## src/rtl/epwm_pkg.sv

```systemverilog
package epwm_pkg;
  localparam int PR_W   = 8;
  localparam int FINE_W = 2;
  localparam int DUTY_W = PR_W + FINE_W;
  localparam int DB_W   = 7;
  localparam int NFLT   = 3;
  localparam int NPIN   = 4;
  localparam int PS_W   = 4;
  localparam int ADDR_W = 3;
  localparam int DATA_W = 8;

  localparam logic [ADDR_W-1:0] A_PERIOD = 3'd0;
  localparam logic [ADDR_W-1:0] A_DUTYHI = 3'd1;
  localparam logic [ADDR_W-1:0] A_CTRL   = 3'd2;
  localparam logic [ADDR_W-1:0] A_TIMER  = 3'd3;
  localparam logic [ADDR_W-1:0] A_DEAD   = 3'd4;
  localparam logic [ADDR_W-1:0] A_FAULT  = 3'd5;

  typedef enum logic [1:0] {
    MODE_SINGLE = 2'b00,
    MODE_FWD    = 2'b01,
    MODE_HALF   = 2'b10,
    MODE_REV    = 2'b11
  } steer_e;

  typedef struct packed {
    logic [PR_W-1:0]   period;
    logic [DUTY_W-1:0] duty;
    steer_e            mode;
    logic [1:0]        pol;
    logic              run;
    logic [1:0]        presc;
    logic [DB_W-1:0]   db;
    logic              auto_rs;
    logic [NFLT-1:0]   src_en;
    logic [1:0]        safe_ac;
    logic [1:0]        safe_bd;
  } cfg_t;

  // terminal value of the prescale counter: divide by 1, 4 or 16
  function automatic logic [PS_W-1:0] presc_limit(input logic [1:0] sel);
    case (sel)
      2'b00:   return PS_W'(0);
      2'b01:   return PS_W'(3);
      default: return PS_W'(15);
    endcase
  endfunction

  // active while the extended timer position is below the duty value
  function automatic logic duty_active(input logic [DUTY_W-1:0] pos,
                                       input logic [DUTY_W-1:0] duty);
    return pos < duty;
  endfunction

  // active level of each pin before polarity, index A=0 B=1 C=2 D=3
  function automatic logic [NPIN-1:0] steer_active(input steer_e m, input logic p,
                                                   input logic a_on, input logic b_on);
    case (m)
      MODE_SINGLE: return {1'b0, 1'b0, 1'b0, p};
      MODE_FWD:    return {p, 1'b0, 1'b0, 1'b1};
      MODE_HALF:   return {1'b0, 1'b0, b_on, a_on};
      default:     return {1'b0, 1'b1, p, 1'b0};
    endcase
  endfunction

  function automatic logic [NPIN-1:0] steer_used(input steer_e m);
    case (m)
      MODE_SINGLE: return 4'b0001;
      MODE_HALF:   return 4'b0011;
      default:     return 4'b1111;
    endcase
  endfunction
endpackage

```

## src/rtl/epwm_regs.sv

```systemverilog
module epwm_regs
  import epwm_pkg::*;
(
  input  logic              clk,
  input  logic              rst_n,
  input  logic              ce,
  input  logic              wr_en,
  input  logic [ADDR_W-1:0] wr_addr,
  input  logic [DATA_W-1:0] wr_data,
  output cfg_t              cfg,
  output logic              force_sd,
  output logic              clear_sd
);
  logic wr_ok;
  assign wr_ok    = ce & wr_en;
  assign force_sd = wr_ok & (wr_addr == A_FAULT) & wr_data[7];
  assign clear_sd = wr_ok & (wr_addr == A_FAULT) & ~wr_data[7];

  always_ff @(posedge clk or negedge rst_n) begin
    if (!rst_n) begin
      cfg <= '0;
    end else if (wr_ok) begin
      case (wr_addr)
        A_PERIOD: cfg.period <= wr_data[PR_W-1:0];
        A_DUTYHI: cfg.duty[DUTY_W-1:FINE_W] <= wr_data[PR_W-1:0];
        A_CTRL: begin
          cfg.duty[FINE_W-1:0] <= wr_data[FINE_W-1:0];
          cfg.mode             <= steer_e'(wr_data[3:2]);
          cfg.pol              <= wr_data[5:4];
        end
        A_TIMER: begin
          cfg.presc <= wr_data[1:0];
          cfg.run   <= wr_data[2];
        end
        A_DEAD: begin
          cfg.db      <= wr_data[DB_W-1:0];
          cfg.auto_rs <= wr_data[7];
        end
        A_FAULT: begin
          cfg.src_en  <= wr_data[NFLT-1:0];
          cfg.safe_ac <= wr_data[4:3];
          cfg.safe_bd <= wr_data[6:5];
        end
        default: ;
      endcase
    end
  end
endmodule

```

## src/rtl/epwm_timebase.sv

```systemverilog
module epwm_timebase
  import epwm_pkg::*;
(
  input  logic              clk,
  input  logic              rst_n,
  input  logic              ce,
  input  logic              run,
  input  logic [1:0]        presc,
  input  logic [PR_W-1:0]   period_buf,
  input  logic [DUTY_W-1:0] duty_buf,
  output logic              pwm_raw,
  output logic              wrap
);
  logic [PS_W-1:0]   pcnt;
  logic [FINE_W-1:0] fine;
  logic [PR_W-1:0]   tmr;
  logic [PR_W-1:0]   pr_act;
  logic [DUTY_W-1:0] duty_act;
  logic              step;
  logic              fine_end;

  assign step     = ce & run & (pcnt >= presc_limit(presc));
  assign fine_end = (fine == {FINE_W{1'b1}});
  assign wrap     = step & fine_end & (tmr == pr_act);
  assign pwm_raw  = duty_active({tmr, fine}, duty_act);

  always_ff @(posedge clk or negedge rst_n) begin
    if (!rst_n) begin
      pcnt     <= '0;
      fine     <= '0;
      tmr      <= '0;
      pr_act   <= '0;
      duty_act <= '0;
    end else if (ce && run) begin
      pcnt <= step ? '0 : pcnt + 1'b1;
      if (step) begin
        fine <= fine + 1'b1;
        if (fine_end) begin
          if (tmr == pr_act) begin
            tmr      <= '0;
            pr_act   <= period_buf;
            duty_act <= duty_buf;
          end else begin
            tmr <= tmr + 1'b1;
          end
        end
      end
    end
  end
endmodule

```

## src/rtl/epwm_deadband.sv

```systemverilog
module epwm_deadband
  import epwm_pkg::*;
(
  input  logic            clk,
  input  logic            rst_n,
  input  logic            ce,
  input  logic            en,
  input  logic            raw,
  input  logic [DB_W-1:0] db,
  output logic            p_q,
  output logic            a_on,
  output logic            b_on
);
  logic [DB_W-1:0] cnt;
  logic            quiet;

  assign quiet = (cnt == '0);
  assign a_on  = p_q & quiet;
  assign b_on  = ~p_q & quiet;

  always_ff @(posedge clk or negedge rst_n) begin
    if (!rst_n) begin
      p_q <= 1'b0;
      cnt <= '0;
    end else if (ce) begin
      if (raw != p_q) begin
        p_q <= raw;
        cnt <= en ? db : '0;
      end else if (!quiet) begin
        cnt <= cnt - 1'b1;
      end
    end
  end
endmodule

```

## src/rtl/epwm_fault.sv

```systemverilog
module epwm_fault (
  input  logic clk,
  input  logic rst_n,
  input  logic ce,
  input  logic fault_hit,
  input  logic force_sd,
  input  logic clear_sd,
  input  logic auto_rs,
  input  logic period_start,
  output logic sd,
  output logic safe_q
);
  logic trip;
  logic release_ok;

  assign trip       = fault_hit | force_sd;
  assign release_ok = ~trip & (auto_rs | clear_sd);

  always_ff @(posedge clk or negedge rst_n) begin
    if (!rst_n) begin
      sd     <= 1'b0;
      safe_q <= 1'b0;
    end else if (ce) begin
      sd <= trip | (sd & ~release_ok);
      if (trip || sd)        safe_q <= 1'b1;
      else if (period_start) safe_q <= 1'b0;
    end
  end
endmodule

```

## src/rtl/epwm_core.sv

```systemverilog
module epwm_core
  import epwm_pkg::*;
(
  input  logic              clk,
  input  logic              rst_n,
  input  logic              clk_en,
  input  logic              wr_en,
  input  logic [ADDR_W-1:0] wr_addr,
  input  logic [DATA_W-1:0] wr_data,
  input  logic [NFLT-1:0]   fault_in,
  output logic [NPIN-1:0]   pwm_out,
  output logic [NPIN-1:0]   pwm_oe,
  output logic              period_tick,
  output logic              shutdown
);
  cfg_t            cfg;
  logic            force_sd, clear_sd;
  logic            pwm_raw, wrap;
  logic            p_q, a_on, b_on;
  logic            fault_hit;
  logic            sd, safe_q;
  logic            run_q;
  logic [NPIN-1:0] act, used;

  // named internal events for the checker
  logic [NFLT-1:0] src_en_w;
  steer_e          mode_w;
  logic [1:0]      pol_w;
  logic            auto_rs_w;
  assign src_en_w  = cfg.src_en;
  assign mode_w    = cfg.mode;
  assign pol_w     = cfg.pol;
  assign auto_rs_w = cfg.auto_rs;

  epwm_regs u_regs (
    .clk(clk), .rst_n(rst_n), .ce(clk_en), .wr_en(wr_en), .wr_addr(wr_addr),
    .wr_data(wr_data), .cfg(cfg), .force_sd(force_sd), .clear_sd(clear_sd)
  );

  epwm_timebase u_tb (
    .clk(clk), .rst_n(rst_n), .ce(clk_en), .run(cfg.run), .presc(cfg.presc),
    .period_buf(cfg.period), .duty_buf(cfg.duty), .pwm_raw(pwm_raw), .wrap(wrap)
  );

  epwm_deadband u_db (
    .clk(clk), .rst_n(rst_n), .ce(clk_en), .en(cfg.mode == MODE_HALF),
    .raw(pwm_raw), .db(cfg.db), .p_q(p_q), .a_on(a_on), .b_on(b_on)
  );

  assign fault_hit = clk_en & |(fault_in & cfg.src_en);

  epwm_fault u_flt (
    .clk(clk), .rst_n(rst_n), .ce(clk_en), .fault_hit(fault_hit),
    .force_sd(force_sd), .clear_sd(clear_sd), .auto_rs(cfg.auto_rs),
    .period_start(wrap), .sd(sd), .safe_q(safe_q)
  );

  // pins stay released until the first wrap after reset
  always_ff @(posedge clk or negedge rst_n) begin
    if (!rst_n)              run_q <= 1'b0;
    else if (clk_en && wrap) run_q <= 1'b1;
  end

  assign act  = steer_active(cfg.mode, p_q, a_on, b_on);
  assign used = steer_used(cfg.mode);

  for (genvar i = 0; i < NPIN; i++) begin : g_pin
    localparam int PAIR = i % 2;
    logic [1:0] code;
    logic       lvl;
    assign code       = (PAIR == 0) ? cfg.safe_ac : cfg.safe_bd;
    assign lvl        = act[i] ^ cfg.pol[PAIR];
    assign pwm_oe[i]  = run_q & used[i] & ~(safe_q & code[1]);
    assign pwm_out[i] = pwm_oe[i] & (safe_q ? code[0] : lvl);
  end

  assign period_tick = wrap;
  assign shutdown    = sd;
endmodule

```

## config.mk

```make
export PLATFORM = sky130hd
export DESIGN_NAME = epwm_core
export DESIGN_NICKNAME = d
export VERILOG_FILES = /design/src/rtl/epwm_pkg.sv /design/src/rtl/epwm_regs.sv /design/src/rtl/epwm_timebase.sv /design/src/rtl/epwm_deadband.sv /design/src/rtl/epwm_fault.sv /design/src/rtl/epwm_core.sv
export SDC_FILE = /design/constraint.sdc
export NUM_CORES = 1
export LEC_CHECK = 0
export CAP_MARGIN = 20
export CORE_AREA = 2 2 100 102
export DETAILED_ROUTE_END_ITERATION = 10
export DIE_AREA = 0 0 102 104
export DONT_BUFFER_PORTS = 1
export SYNTH_ARGS = -nofsm -noshare
export SYNTH_HDL_FRONTEND = slang
export SYNTH_SLANG_ARGS = --single-unit
```

## constraint.sdc

```tcl
create_clock -name clk -period 3.2 [get_ports clk]
set_input_delay 0.48 -clock clk [delete_from_list [all_inputs] [get_ports clk]]
set_output_delay 0.48 -clock clk [all_outputs]
set_load 0.02 [all_outputs]
```

==> out/results.txt <==
Status - completed
Clock sink count - 83
Startpoint Class - flip-flop
Worst Path Required - 2.72 ns
Finish-stage setup viols - 0
Mapped cell area - 4168 µm²
DRT Pass-1 Iters - 4
FF+latch count, synth - 83
Routed Antenna Nets - 0
Sequential-to-total area share from yosys stat - 49.83%
Ratio of cells with drive above 1 in the final layout - 10.77%
Yosys Warn Count - 0
Final wirelength - 8516 µm
Skew final - 0.01268 ns
Site row count - 36
Die height - 104 µm
Placer Congestion - 0.7684
Rel. slew slack - 48.16%
Max-slew violations - 0
CTS buffer count - 9
Initial core utilization - 43.65%
Setup TNS - 0 ns
Leakage - 2.106 nW
RSZ-0062 raised after global routing - false
Layout area overhead - 9.697%
# IOs - 28
Worst slew pin tran - 0.7734 ns
Synth Flop Type - dfrtp_1
Hold slack final - 0.003281 ns
FMAX - 0.3383 GHz
MaxCap Viol Count - 0
Clock transition at path regs - 0.09 ns
Largest net degree at the start of global routing - 84
Initial antenna violation count - 0
Hold Fails Final Rpt - 0
HP Class - primary input to async pin
Crit path time final - 2.956 ns
Via count of the first global-routing pass - 2811
Final core occ - 47.88%
N_diodes - 0
Syn_nets - 412
PwrDens - 772.3 nW/µm²
Fillcell total - 901
Fin cells - 523
Post-route DRC - 0
Die footprint - 10610 µm²
First-pass GRT wire length - 14170 µm
Crit Path Max Fanout - 8
Critical Path Sink Type - output pin
Post-synth EDFFs - 0
H-tree levels - 3
Clk_lat worst skew - 0.35 ns
Power Total - 3.531 mW
Clk buf depth - 2
Count of input and output buffers - 0
WL/cell - 16.28 µm
Layout Nets - 421
Vias per inst - 5.382
Placed cell count - 503
Crit path kind - flip-flop to output pin
Post-synth ARST share - 100.0%
Total GRT Usage - 17.19%
Synth Instances - 376
Overflow after GRT - 0
Core Area - 9549 µm²
Dpl hpwl - 6163 µm
Syn Area/Cell - 11.08 µm²
CTS root buf - clkbuf_8
Crit share post-route - 92.38%
Die Span X - 102 µm
Peak VDD IR - 342.2 µV
Starting DRT DRC Count - 115
DR vias - 2815
CP arrival - 2.48 ns
TritonCTS clock tree - built
Synth unique cells - 53
-- what timing repair did --
action	4_1_cts	5_1_grt
hold endpoints to repair	83	0
hold buffers	1	0
buffers inserted	0	3
gates resized for setup	0	0
endpoints found under the setup margin	0	1
-- through the flow --
stage	cell area [µm²]	setup WS [ns]
final	4572	0.2440
after global routing	4572	0.03854
after CTS	4549	0.01310
after detailed placement	4292	0.3922
after global placement	4292	0.4465
after floorplan	4168	0.9528
-- sequential cells by signal, summed over array words and instances (netlist names) --
register / flops
u_tb.tmr: 8
u_tb.fine: 2
u_db.p_q: 1
u_tb.pr_act: 8
run_q: 1
u_db.cnt: 7
u_tb.duty_act: 10
u_flt.sd: 1
u_flt.safe_q: 1
u_tb.pcnt: 4
u_regs.cfg: 40
-- critical path, stage by stage, from the launching register on --
cell and delay [ns]:
dfrtp_1 0.43, nor4_1 0.49, nand3_1 0.35, o21ai_1 0.21, o21ai_1 0.09, xor2_1 0.16, a21oi_1 0.40
-- layer usage --
layer	global-route usage [%]	part of all wire [%]	vias up
li1	-	-	1344
met1	23.84	48	1418
met2	26.64	47	46
met3	4.234	3.7	7
met4	5.143	0.92	0
met5	0	0	-
-- Yosys cell counts, drive strengths merged (4+ instances only) --
library cell,count,area share (%)
a21oi,10,1.4
and3,5,0.75
clkbuf,5,0.69
dfrtp,83,50
ha,18,5.4
inv,22,2.0
mux2,53,14
nand2,41,3.7
nand2b,6,0.90
nand3,13,1.6
nand4,6,0.90
nor2,17,1.7
nor2b,5,0.75
nor3,6,0.96
o21a,4,0.93
o21ai,29,3.6
o31ai,4,0.72
xnor2,10,2.1
xor2,4,0.84
-- cell usage in the layout, fill, tap and decap left out, drive strengths merged, types with 2 or more instances in the layout --
master  instances
and4            2
bufinv          2
clkbuf          9
xor2            4
nand3          13
mux2           53
dfrtp          83
nand4           6
o31ai           4
o22ai           3
ha             18
a21boi          3
buf             6
or2             3
nor2           17
xnor2          10
nor3            6
o21a            4
o21ai          29
a221o           3
inv            27
a221oi          2
nand2b          6
and2            3
nor2b           5
and3            5
nand2          41
a21oi          10
-- cell families (layout without fill, tap and decap cells) --
| group | after synthesis | count (layout) | share of synthesized area, % |
|---|---|---|---|
| mux | 53 | 53 | 14.32 |
| fa+ha+maj | 18 | 18 | 5.404 |
| flops | 83 | 83 | 49.83 |
| simple gates | 111 | 111 | 13.21 |
| xor+xnor | 14 | 14 | 2.942 |
| compound gates | 67 | 67 | 10.93 |
| buf+inv | 30 | 44 | 3.362 |
-- final cells by class --
type | count | area, µm² | area share [%]
flip-flops and latches | 83 | 2077 | 45.43
multi-input cells | 263 | 1951 | 42.67
well taps | 133 | 166.4 | 3.640
clock buffers | 9 | 123.9 | 2.709
clock inverters | 7 | 106.4 | 2.326
inverters | 22 | 82.58 | 1.806
repair buffers | 6 | 65.06 | 1.423
-- power breakdown --
part | internal, mW | switching (mW) | total (mW)
Clock | 0.456 | 0.409 | 0.865
Combinational | 0.499 | 0.626 | 1.12
Sequential | 1.31 | 0.229 | 1.54
Total | 2.27 | 1.26 | 3.53
-- worst paths after layout --
check	start	endpoint	slack [ns]	cells after the start
setup / recovery	u_db.cnt[5]	pwm_out[0]	0.24	6
setup reg to reg	u_regs.cfg[16]	u_tb.tmr[6]	0.64	8
hold / removal	rst_n	u_tb.tmr[4]	0.003	1
min in group clk	wr_data[2]	u_regs.cfg[6]	0.23	2
max in group asynchronous	rst_n	u_regs.cfg[30]	2.84	1
hold reg to reg	u_regs.cfg[31]	u_regs.cfg[31]	0.49	1
Note: power is estimated with default switching activity, not from simulation.
